File: config.mk
export PLATFORM = sky130hd
export DESIGN_NAME = cpu_clkgen
export DESIGN_NICKNAME = d
export VERILOG_FILES = /design/src/rtl/clkgen_pkg.sv /design/src/rtl/clkgen_inputs.sv /design/src/rtl/clkgen_ctrl.sv /design/src/rtl/clkgen_dp.sv /design/src/rtl/cpu_clkgen.sv
export SDC_FILE = /design/constraint.sdc
export NUM_CORES = 1
export LEC_CHECK = 0
export ABC_AREA = 1
export BUFFER_PORTS_ARGS = -buffer_cell sky130_fd_sc_hd__buf_2
export CAP_MARGIN = 10
export CORE_ASPECT_RATIO = 1.4
export CORE_UTILIZATION = 38
export DETAILED_ROUTE_END_ITERATION = 16
export HOLD_SLACK_MARGIN = 0.02
export PLACE_DENSITY_LB_ADDON = 0.25
export SLEW_MARGIN = 25
export SYNTH_ARGS = -nofsm -noshare
export SYNTH_HDL_FRONTEND = slang
export SYNTH_SLANG_ARGS = --single-unit
File: constraint.sdc
create_clock -name clk -period 3.23 [get_ports clk]
set_input_delay 0.646 -clock clk [delete_from_list [all_inputs] [get_ports clk]]
set_output_delay 0.646 -clock clk [all_outputs]
set_load 0.005 [all_outputs]
File: src/rtl/clkgen_pkg.sv
package clkgen_pkg;

  typedef enum logic [1:0] {
    ST_IDLE,
    ST_RUN,
    ST_STEP_HI,
    ST_STEP_LO
  } clkgenState_t;

  // Strobes from control to datapath
  typedef struct packed {
    logic load;     // reload the half-period counter
    logic useStep;  // reload with the fixed step width instead of the setting
    logic flip;     // invert the output level
  } clkgenStrobe_t;

  // Half-period in reference cycles for ladder index idx (1-2-5 per decade)
  function automatic int halfPeriodOf(input int refHz, input int idx);
    int rate;
    case (idx % 3)
      0:       rate = 1;
      1:       rate = 2;
      default: rate = 5;
    endcase
    for (int d = 0; d < idx / 3; d++) rate = rate * 10;
    return (refHz / 2) / rate;
  endfunction

endpackage

File: src/rtl/clkgen_inputs.sv
module clkgen_inputs #(
  parameter int NUM_STEPS  = 19,
  parameter int IDX_W      = 5,
  parameter int RESET_IDX  = 18,
  parameter int DEB_CYCLES = 256,
  parameter int PRESET_LO  = 6,
  parameter int PRESET_MID = 12,
  parameter int PRESET_HI  = 18
) (
  input  logic             clk,
  input  logic             rstN,
  input  logic             encA,
  input  logic             encB,
  input  logic             stepBtn,
  input  logic             runMode,
  input  logic [1:0]       presetSw,
  output logic             runReq,
  output logic             stepEvt,
  output logic [1:0]       presetCode,
  output logic [IDX_W-1:0] selIdx
);
  localparam int RAW_W = 6;
  localparam int DEB_W = (DEB_CYCLES > 1) ? $clog2(DEB_CYCLES) : 1;
  localparam logic [IDX_W-1:0] IDX_MAX  = IDX_W'(NUM_STEPS - 1);
  localparam logic [DEB_W-1:0] DEB_LAST = DEB_W'(DEB_CYCLES - 1);

  logic [RAW_W-1:0] meta, synced;
  logic             aPrev;
  logic             detentUp, detentDown;
  logic [IDX_W-1:0] presetIdx;
  logic             btnStable;
  logic [DEB_W-1:0] debCnt;

  // Two-stage synchronizer for all asynchronous inputs
  always_ff @(posedge clk or negedge rstN) begin
    if (!rstN) begin
      meta   <= '0;
      synced <= '0;
    end else begin
      meta   <= {presetSw, runMode, stepBtn, encB, encA};
      synced <= meta;
    end
  end

  assign runReq     = synced[3];
  assign presetCode = synced[5:4];

  // Encoder: one step per rising edge of A, direction from B
  always_ff @(posedge clk or negedge rstN) begin
    if (!rstN) aPrev <= 1'b0;
    else       aPrev <= synced[0];
  end

  assign detentUp   = synced[0] & ~aPrev & ~synced[1];
  assign detentDown = synced[0] & ~aPrev &  synced[1];

  always_comb begin
    case (presetCode)
      2'd1:    presetIdx = IDX_W'(PRESET_LO);
      2'd2:    presetIdx = IDX_W'(PRESET_MID);
      default: presetIdx = IDX_W'(PRESET_HI);
    endcase
  end

  always_ff @(posedge clk or negedge rstN) begin
    if (!rstN) begin
      selIdx <= IDX_W'(RESET_IDX);
    end else if (presetCode != 2'd0) begin
      selIdx <= presetIdx;
    end else if (detentUp && selIdx != IDX_MAX) begin
      selIdx <= selIdx + 1'b1;
    end else if (detentDown && selIdx != '0) begin
      selIdx <= selIdx - 1'b1;
    end
  end

  // Step button debounce: a new level must persist DEB_CYCLES cycles
  always_ff @(posedge clk or negedge rstN) begin
    if (!rstN) begin
      btnStable <= 1'b0;
      debCnt    <= '0;
      stepEvt   <= 1'b0;
    end else if (synced[2] == btnStable) begin
      debCnt  <= '0;
      stepEvt <= 1'b0;
    end else if (debCnt == DEB_LAST) begin
      btnStable <= synced[2];
      debCnt    <= '0;
      stepEvt   <= synced[2];
    end else begin
      debCnt  <= debCnt + 1'b1;
      stepEvt <= 1'b0;
    end
  end

endmodule

File: src/rtl/clkgen_ctrl.sv
module clkgen_ctrl
  import clkgen_pkg::*;
(
  input  logic          clk,
  input  logic          rstN,
  input  logic          runReq,
  input  logic          stepEvt,
  input  logic          term,
  input  logic          outLvl,
  output clkgenStrobe_t strobe,
  output logic          idle
);
  clkgenState_t state, nextState;

  always_ff @(posedge clk or negedge rstN) begin
    if (!rstN) state <= ST_IDLE;
    else       state <= nextState;
  end

  always_comb begin
    strobe    = '0;
    nextState = state;
    unique case (state)
      ST_IDLE: begin
        if (runReq) begin
          strobe.load = 1'b1;
          nextState   = ST_RUN;
        end else if (stepEvt) begin
          strobe.load    = 1'b1;
          strobe.useStep = 1'b1;
          strobe.flip    = 1'b1;
          nextState      = ST_STEP_HI;
        end
      end
      ST_RUN: begin
        if (term) begin
          if (!outLvl && !runReq) begin
            nextState = ST_IDLE;          // low phase complete: stop here
          end else begin
            strobe.flip = 1'b1;
            strobe.load = 1'b1;           // picks up any new setting
          end
        end
      end
      ST_STEP_HI: begin
        if (term) begin
          strobe.flip    = 1'b1;
          strobe.load    = 1'b1;
          strobe.useStep = 1'b1;
          nextState      = ST_STEP_LO;
        end
      end
      ST_STEP_LO: begin
        if (term) nextState = ST_IDLE;
      end
      default: nextState = ST_IDLE;
    endcase
  end

  assign idle = (state == ST_IDLE);

endmodule

File: src/rtl/clkgen_dp.sv
module clkgen_dp
  import clkgen_pkg::*;
#(
  parameter int REF_HZ    = 16_000_000,
  parameter int NUM_STEPS = 19,
  parameter int IDX_W     = 5,
  parameter int DIV_W     = 23,
  parameter int STEP_HALF = 8
) (
  input  logic             clk,
  input  logic             rstN,
  input  clkgenStrobe_t    strobe,
  input  logic [IDX_W-1:0] selIdx,
  output logic             term,
  output logic             outLvl,
  output logic [DIV_W-1:0] selHalf
);
  localparam int TAB_N = 1 << IDX_W;
  localparam logic [DIV_W-1:0] STEP_LOAD = DIV_W'(STEP_HALF - 1);

  logic [DIV_W-1:0] halfTab [TAB_N];
  logic [DIV_W-1:0] cnt;

  // Constant ladder; unused index codes repeat the top entry
  for (genvar g = 0; g < TAB_N; g++) begin : gLadder
    localparam int ENTRY = (g < NUM_STEPS) ? g : NUM_STEPS - 1;
    assign halfTab[g] = DIV_W'(halfPeriodOf(REF_HZ, ENTRY));
  end

  assign selHalf = halfTab[selIdx];

  always_ff @(posedge clk or negedge rstN) begin
    if (!rstN) begin
      cnt    <= '0;
      outLvl <= 1'b0;
    end else begin
      if (strobe.load)   cnt <= strobe.useStep ? STEP_LOAD : selHalf - 1'b1;
      else if (cnt != '0) cnt <= cnt - 1'b1;
      if (strobe.flip)   outLvl <= ~outLvl;
    end
  end

  assign term = (cnt == '0);

endmodule

File: src/rtl/cpu_clkgen.sv
module cpu_clkgen
  import clkgen_pkg::*;
#(
  parameter int REF_HZ     = 16_000_000,
  parameter int DECADES    = 6,
  parameter int STEP_HALF  = 8,
  parameter int DEB_CYCLES = 256,
  parameter int RESET_IDX  = 3 * DECADES,
  parameter int PRESET_LO  = 6,
  parameter int PRESET_MID = 12,
  parameter int PRESET_HI  = 3 * DECADES,
  localparam int NUM_STEPS = 3 * DECADES + 1,
  localparam int IDX_W     = $clog2(NUM_STEPS),
  localparam int DIV_W     = $clog2(REF_HZ / 2 + 1)
) (
  input  logic             clk,
  input  logic             rstN,
  input  logic             encA,
  input  logic             encB,
  input  logic             stepBtn,
  input  logic             runMode,
  input  logic [1:0]       presetSw,
  output logic             clkOut,
  output logic [DIV_W-1:0] divOut
);
  logic             runReq, stepEvt, term, ctrlIdle;
  logic [1:0]       presetCode;
  logic [IDX_W-1:0] selIdx;
  clkgenStrobe_t    strobe;

  clkgen_inputs #(
    .NUM_STEPS(NUM_STEPS), .IDX_W(IDX_W), .RESET_IDX(RESET_IDX),
    .DEB_CYCLES(DEB_CYCLES), .PRESET_LO(PRESET_LO),
    .PRESET_MID(PRESET_MID), .PRESET_HI(PRESET_HI)
  ) uInputs (
    .clk(clk), .rstN(rstN), .encA(encA), .encB(encB), .stepBtn(stepBtn),
    .runMode(runMode), .presetSw(presetSw), .runReq(runReq),
    .stepEvt(stepEvt), .presetCode(presetCode), .selIdx(selIdx)
  );

  clkgen_ctrl uCtrl (
    .clk(clk), .rstN(rstN), .runReq(runReq), .stepEvt(stepEvt),
    .term(term), .outLvl(clkOut), .strobe(strobe), .idle(ctrlIdle)
  );

  clkgen_dp #(
    .REF_HZ(REF_HZ), .NUM_STEPS(NUM_STEPS), .IDX_W(IDX_W),
    .DIV_W(DIV_W), .STEP_HALF(STEP_HALF)
  ) uDp (
    .clk(clk), .rstN(rstN), .strobe(strobe), .selIdx(selIdx),
    .term(term), .outLvl(clkOut), .selHalf(divOut)
  );

endmodule

==> results of run 1 <==
==> cell type report <==
type / count / area (um2) / share of cell area (%)
flip-flops and latches: 54 / 1350 / 33.5
repair buffers: 31 / 163 / 4.02
well taps: 110 / 138 / 3.41
multi-input cells: 363 / 1980 / 49.1
clock buffers: 5 / 125 / 3.10
inverters: 67 / 251 / 6.22
clock inverters: 3 / 26.3 / 0.650
==> cells in the mapped netlist, types with 2 or more instances <==
| master | count |
|---|---|
| sky130_fd_sc_hd__a21oi_1 | 22 |
| sky130_fd_sc_hd__a21oi_2 | 10 |
| sky130_fd_sc_hd__buf_2 | 5 |
| sky130_fd_sc_hd__buf_4 | 5 |
| sky130_fd_sc_hd__dfrtp_1 | 52 |
| sky130_fd_sc_hd__dfstp_2 | 2 |
| sky130_fd_sc_hd__ha_1 | 16 |
| sky130_fd_sc_hd__inv_1 | 64 |
| sky130_fd_sc_hd__inv_2 | 3 |
| sky130_fd_sc_hd__nand2_1 | 101 |
| sky130_fd_sc_hd__nand2_2 | 13 |
| sky130_fd_sc_hd__nand3_1 | 38 |
| sky130_fd_sc_hd__nand3b_1 | 4 |
| sky130_fd_sc_hd__nand4_1 | 6 |
| sky130_fd_sc_hd__nor2_1 | 68 |
| sky130_fd_sc_hd__nor2_2 | 9 |
| sky130_fd_sc_hd__nor2_4 | 4 |
| sky130_fd_sc_hd__nor3_1 | 4 |
| sky130_fd_sc_hd__o211ai_1 | 4 |
| sky130_fd_sc_hd__o21ai_0 | 25 |
| sky130_fd_sc_hd__or2_2 | 3 |
| sky130_fd_sc_hd__xnor2_1 | 9 |
| sky130_fd_sc_hd__xor2_1 | 10 |
==> state kept, by name (all words and copies together), names as in the netlist <==
register / cells
uCtrl.state: 2
uInputs.meta: 6
uDp.cnt: 23
uInputs.selIdx: 5
uDp.outLvl: 1
uInputs.btnStable: 1
uInputs.synced: 6
uInputs.debCnt: 8
uInputs.aPrev: 1
uInputs.stepEvt: 1
==> where the power goes <==
part	total [mW]	switching (mW)	leakage, nW	internal (mW)
Combinational	1.20	0.744	1.30	0.453
Sequential	1.02	0.178	0.676	0.838
Clock	0.560	0.265	0.0748	0.295
==> logic make-up after synthesis <==
family / Yosys count
flip-flops: 54
AND/OR/NAND/NOR: 255
adder cells (fa/ha/maj): 17
other: 1
buffers and inverters: 79
XOR/XNOR: 19
AO/OA/AOI/OAI: 69
==> path summary, 6_finish.rpt <==
check	startpoint	to	slack, ns
min	rstN	uDp.cnt[18]	0.34
max in group asynchronous	rstN	uDp.outLvl	2.26
max reg2reg	uInputs.selIdx[0]	uInputs.selIdx[4]	0.52
min in group clk	uInputs.meta[0]	uInputs.synced[0]	0.34
min reg2reg	uInputs.meta[0]	uInputs.synced[0]	0.34
max	uInputs.selIdx[0]	divOut[7]	0.47
==> worst max-delay path: cells and delay by family (launching register included) <==
kind	cells	cell delay (ns)
fa+ha+maj	1	0.33
buf+inv	4	0.52
simple gates	4	0.41
flops	1	0.54
==> stage by stage <==
stage                     instance area [um2]  setup slack (ns)  cells  util (%)  hold WS [ns]
after floorplan                          3680             0.862    496         -         0.331
after global placement                   3890             0.665    625      41.4         0.333
after detailed placement                 3890             0.591    625      41.4         0.335
after CTS                                4040             0.455    633      43.0         0.349
after global routing                     4040             0.194    633      43.0         0.350
final                                    4040             0.467    633      43.0         0.339
==> layer usage <==
layer	vias to the layer above	wire length, um
li1	1621	-
met2	57	4550
met4	0	258
met5	-	0
met1	1456	3430
met3	23	206
==> impl_results.md, run 1 <==
* Die Y at 118 um
* Number of register bits inferred by synthesis at 54
* Maximum VDD drop at 257 uV
* Number of antenna violations at the first check in global routing at 0
* Number of failing setup endpoints in the final timing report at 0
* Number of gates resized after cts at 0
* Total vias in the final route at approximately 3,200
* Area of the mapped netlist at 3670 um2
* Total global-route track usage at 18.0%
* Met2 global-route usage at 33.8%
* Layout cell share with drive strength beyond 1 at 16.8%
* Post-synthesis compound-gate area fraction at 11.2%
* Port bufs at 28
* Number of endpoints with negative hold slack in the final report at 0
* Remaining global-route overflow at 0
* Final routed DRC violation total at 0
* Setup TNS at 0 ns
* Half-perimeter wire length after detailed placement at ~6.7 mm
* Signal arrival time at the worst endpoint at 2.12 ns
* Routed wire length at 8.45 mm
* Routing usage on met3 at 2.51%
* Largest net degree at the start of global routing at 26
* Count of cells along the worst register-to-register path at 13
* Iter 0 DRT Violations at 133
* Largest stage delay on the critical path at 0.54 ns
* Crit path capture type: primary output
* CTS Root Cell: sky130_fd_sc_hd__clkbuf_16
* Final Max Slew Viols at 0
* Most Frequent Cell on Critical Path: sky130_fd_sc_hd__nand2_1
* # H-tree levels at 2
* Maximum Capacitance Violations at 0
* Data required time of the critical path at 2.58 ns
* Setup skew after layout at 0.00704 ns
* Largest fanout on the critical path at 10
* Shortest period the worst path allows at 2.76 ns
* Number of nets in the final layout at 547
* First-pass GRT wire length at 14.4 mm
* Kind of path behind the tightest hold check: in2async
* Synth area leaders: sky130_fd_sc_hd__dfrtp_1, sky130_fd_sc_hd__nand2_1, sky130_fd_sc_hd__nor2_1
* Commonest non-fill, non-tap cells in the layout: sky130_fd_sc_hd__nand2_1, sky130_fd_sc_hd__nor2_1, sky130_fd_sc_hd__inv_1
* Crit-path slowest cell: sky130_fd_sc_hd__dfrtp_1
* Multiplexer area fraction after synthesis at 0%
* Overall die width at 85.1 um
* Number of standard cells after synthesis at 494
* Worst Max-Slew Pin Slew at 0.653 ns
* Yosys synthesis warning count at 0
* Synth unique cells at 40
* Clock slew at reported path FFs at approximately 0.070 ns
* RePlAce Congestion at 0.908
* Synth-to-Final Area Change at 10.1%
* Post-synthesis adder-cell area fraction at 6.00%
* Inserted Diodes at 0
* Setup repair after global routing missed its margin: false
* Most common flop cell mapped by yosys: sky130_fd_sc_hd__dfrtp_1
* Power Total at about 2.8 mW
* Post-synth EDFFs at 0
* Portion of the clock cycle consumed by the worst path in the final layout at 85.6%
* Via density at 4.99
* Hold_buf cts at 0
* Worst max-slew margin expressed relative to the limit at 56.4%
* Simple logic cell fraction of the synthesized area at between 30% and 40%
* Number of inserted filler cells in the final layout at 963
* Insertion delay of the later-clocked pin in the worst-skew pair at about 0.3 ns
* Xor-xnor portion of the synthesized cell area at 4.53%
* Power density over cell area at 686 nW/um2
* Portion of synthesized cell area occupied by the leading cell type at 35.4%
* Clock sink total at 54
* Average wire length per cell after detail routing at 13.3 um
* Core Area at about 9400 um2
* Crit Path Class: reg2out
* Detail Route Antenna Nets at 0
* Io pins at 32
* TritonCTS clock tree: built
* Number of search-and-repair iterations in the first detailed-routing pass at 4
* Library cell occupying the most area in the post-synthesis netlist: sky130_fd_sc_hd__dfrtp_1
* Peak Freq at 362 MHz
* Leakage power of the design at roughly 2.0 nW
* Vias in the first global route at 3,112
* Buffer depth of the longest clock path at 2
* Setup repair bufs after CTS at 0
* Type of element launching the critical path: register
* Run status: finished clean
* GR Util met1 at 20.0%
* Cts bufs inserted at 5
* Synth Area per Inst at 7.43 um2
* Number of cell rows at 42
* Dominant combinational cell family by area after synthesis: simple AND/OR/NAND/NOR gates
* Die footprint at a little over 10,000 um2
* Critical-path cell list: inv_1, ha_1, inv_1, nand2_1, nand2_1, nand2_1, nand2_1, inv_1, buf_2
* Most frequent standard cell in the layout excluding fill and tap cells: sky130_fd_sc_hd__nand2_1
* Share of flip-flops with an asynchronous set or reset after synthesis at 100%
* Part of the Yosys area used for sequential elements at 36.9%
* Starting Density at slightly below 40%
* Highest-utilization routing layer at the global route stage: met2
(Power assumes the default switching activity.)
==> inputs of run 2 (changes only) <==
MAX_ROUTING_LAYER = met4   (was not set)
==> impl_results.md, run 2 (synthesis results as in run 1) <==
* Most frequent standard cell in the layout excluding fill and tap cells: sky130_fd_sc_hd__nand2_1
* Number of antenna violations at the first check in global routing at 0 (unchanged)
* Portion of total power attributed to sequential cells at 36.8% (+0.2 points)
* Via density at 5.01 (+0.54%)
* Internal Power at 1.58 mW (-0.23%)
* Critical hold path startpoint: uInputs.meta[1]
* Placed Instance Area at 3890 um2 (unchanged)
* Clock slew at reported path FFs at 0.07 ns (about the same)
* Number of failing setup endpoints in the final timing report at 0 (unchanged)
* Met1 WL at 3.46 mm (+1.0%)
* Insertion delay of the later-clocked pin in the worst-skew pair at 0.30 ns (about the same)
* Half-perimeter wire length after detailed placement at 6.73 mm (+0.45%)
* CTS Root Cell: sky130_fd_sc_hd__clkbuf_16
* Total vias in the final route at 3,174 (+0.54%)
* Starting Density at 39.0% (unchanged)
* Maximum VDD drop at 275 uV (+6.9%)
* Core Area at 9410 um2 (unchanged)
* Signal arrival time at the worst endpoint at 2.15 ns (+0.03 ns)
* Total global-route track usage at 18.8% (+0.75 points)
* Number of inserted filler cells in the final layout at 946 (-1.8%)
* Total placed cells including tap cells at 625 (unchanged)
* First-pass GRT wire length at 14.7 mm (+2.3%)
* Number of flip-flops in the largest register at 23 (unchanged)
* Setup repair after global routing missed its margin: false
* Port bufs at 28 (unchanged)
* Synth-to-Final Area Change at 10.1% (about the same)
* Largest fanout on the critical path at 10 (unchanged)
* Largest net degree at the start of global routing at 30 (+15%)
* Startpoint of the worst-slack reg-to-reg timing path: uInputs.selIdx[0]
* Cts bufs inserted at 5 (unchanged)
* Count of cells along the worst hold path at 0
* Commonest non-fill, non-tap cells in the layout: sky130_fd_sc_hd__nand2_1, sky130_fd_sc_hd__nor2_1, sky130_fd_sc_hd__inv_1
* Count of cells along the worst register-to-register path at 13 (unchanged)
* Crit Path Class: reg2out
* Portion of the clock cycle consumed by the worst path in the final layout at 86.5% (+0.90 points)
* Power Total at 2.77 mW (-0.20%)
* Io pins at 32 (unchanged)
* Number of cell rows at 42 (unchanged)
* Worst Setup Slack, final at 0.437 ns (-0.0292 ns)
* Post-placement setup slack at 0.524 ns (-0.0673 ns)
* Buffer depth of the longest clock path at 2 (unchanged)
* Switching part of the total at 42.8% (about the same)
* Detail Route Antenna Nets at 0 (unchanged)
* Number of gates resized after cts at 0 (unchanged)
* Final standard cell area without fillers at 4040 um2 (about the same)
* # H-tree levels at 2 (unchanged)
* Data required time of the critical path at 2.58 ns (about the same)
* Crit path capture type: primary output
* Worst-case register-to-register setup slack at 0.54 ns (+0.02 ns)
* TritonCTS clock tree: built
* Biggest regs: uDp.cnt (23), uInputs.debCnt (8)
* Die Y at 118 um (unchanged)
* Hold endpoint: uInputs.synced[1]
* Remaining global-route overflow at 0 (unchanged)
* Met2 wire length at 4.66 mm (+2.3%)
* Highest metal used: met4
* Worst max-slew margin expressed relative to the limit at 51.7% (-4.7 points)
* Vias in the first global route at 3,198 (+2.8%)
* Type of element launching the critical path: register
* Power density over cell area at 685 nW/um2 (-0.16%)
* Crit. Startpoint: uInputs.selIdx[0]
* Switching power total at 1.19 mW (-0.16%)
* Die footprint at 10,100 um2 (unchanged)
* Area of the multi-input gates at 1980 um2 (unchanged)
* Reg-to-Reg End: uInputs.selIdx[4]
* RePlAce Congestion at 0.917 (+0.99%)
* Setup TNS at 0 ns (unchanged)
* Cell Count, Final, Fillers Out at 633 (unchanged)
* Routed length on met3 at 215 um (+4.4%)
* Peak Freq at 358 MHz (-1.0%)
* Clock sink total at 54 (unchanged)
* Average wire length per cell after detail routing at 13.5 um (+1.2%)
* Shortest period the worst path allows at 2.79 ns (+0.0292 ns)
* Hold_buf cts at 0 (unchanged)
* Leakage power of the design at 2.04 nW (-0.21%)
* Final Max Slew Viols at 0 (unchanged)
* Setup repair bufs after CTS at 0 (unchanged)
* Share of total power in the clock network at 19.9% (-0.3 points)
* Final routed DRC violation total at 0 (unchanged)
* Kind of path behind the tightest hold check: reg2reg
* Gate power share at 43.3% (about the same)
* Inserted Diodes at 0 (unchanged)
* Run status: finished clean
* Setup skew after layout at 0.00463 ns (-0.00240 ns)
* Layout cell share with drive strength beyond 1 at 16.8% (unchanged)
* Iter 0 DRT Violations at 142 (+6.8%)
* Routed wire length at 8.55 mm (+1.2%)
* Number of search-and-repair iterations in the first detailed-routing pass at 4 (unchanged)
* Number of endpoints with negative hold slack in the final report at 0 (unchanged)
* Register containing the most flip-flops in the final layout: uDp.cnt
* Overall die width at 85.1 um (unchanged)
* Maximum Capacitance Violations at 0 (unchanged)
* Worst Max-Slew Pin Slew at 0.725 ns (+0.0723 ns)
* Register area at 1350 um2 (unchanged)
* Number of nets in the final layout at 547 (unchanged)
[run 2: cell types whose count changed in the layout (fill, tap and decap cells not counted)]
cell	previous run	this run
sky130_fd_sc_hd__clkinvlp_4	0	1
sky130_fd_sc_hd__inv_6	2	1
[run 2: worst max-delay path by stage]
stage,endpoint,slack [ns],cells after the start
2_1_floorplan,uInputs.selIdx[4],0.86,13
3_3_place_gp,uInputs.selIdx[4],0.66,13
3_5_place_dp,uInputs.selIdx[4],0.52,13
4_1_cts,divOut[7],0.45,9
5_1_grt,divOut[7],0.31,9
6_report,divOut[7],0.44,9
[run 2: critical path: stages (launching register included)]
cell and delay [ns]:
sky130_fd_sc_hd__dfrtp_1 0.55, sky130_fd_sc_hd__inv_1 0.21, sky130_fd_sc_hd__ha_1 0.33, sky130_fd_sc_hd__inv_1 0.08
sky130_fd_sc_hd__nand2_1 0.09, sky130_fd_sc_hd__nand2_1 0.10, sky130_fd_sc_hd__nand2_1 0.05, sky130_fd_sc_hd__nand2_1 0.18
sky130_fd_sc_hd__inv_1 0.11, sky130_fd_sc_hd__buf_2 0.14
[run 2: cell type report]
type                       instances  share of cell area, %
sequential                        54                   33.5
inverter                          67                   6.22
clock inverter                     3                  0.619
timing repair buffer              31                   4.03
multi-input combinational        363                   49.1
tap                              110                   3.41
clock buffer                       5                   3.10
[run 2: power groups by stage]
stage / clock, mW / sequential (mW) / combinational (mW)
finish: 0.552 / 1.02 / 1.20
global route: 0.590 / 1.04 / 1.37
CTS: 0.573 / 1.01 / 1.20
detailed placement: 0 / 1.03 / 1.20
global placement: 0 / 1.02 / 1.17
floorplan: 0 / 0.968 / 0.985
[run 2: through the flow]
stage                     utilization, %  hold WS, ns
final                               43.0        0.349
after global routing                43.0        0.356
after detailed placement            41.4        0.336
after global placement              41.4        0.332
after CTS                           43.0        0.352
after floorplan                        -        0.331
[run 2: routing by layer]
metal | global-route usage (%) | vias up
met5 | - | -
met4 | 7.52 | 0
met3 | 2.58 | 16
met2 | 34.7 | 59
met1 | 19.9 | 1474
li1 | - | 1625
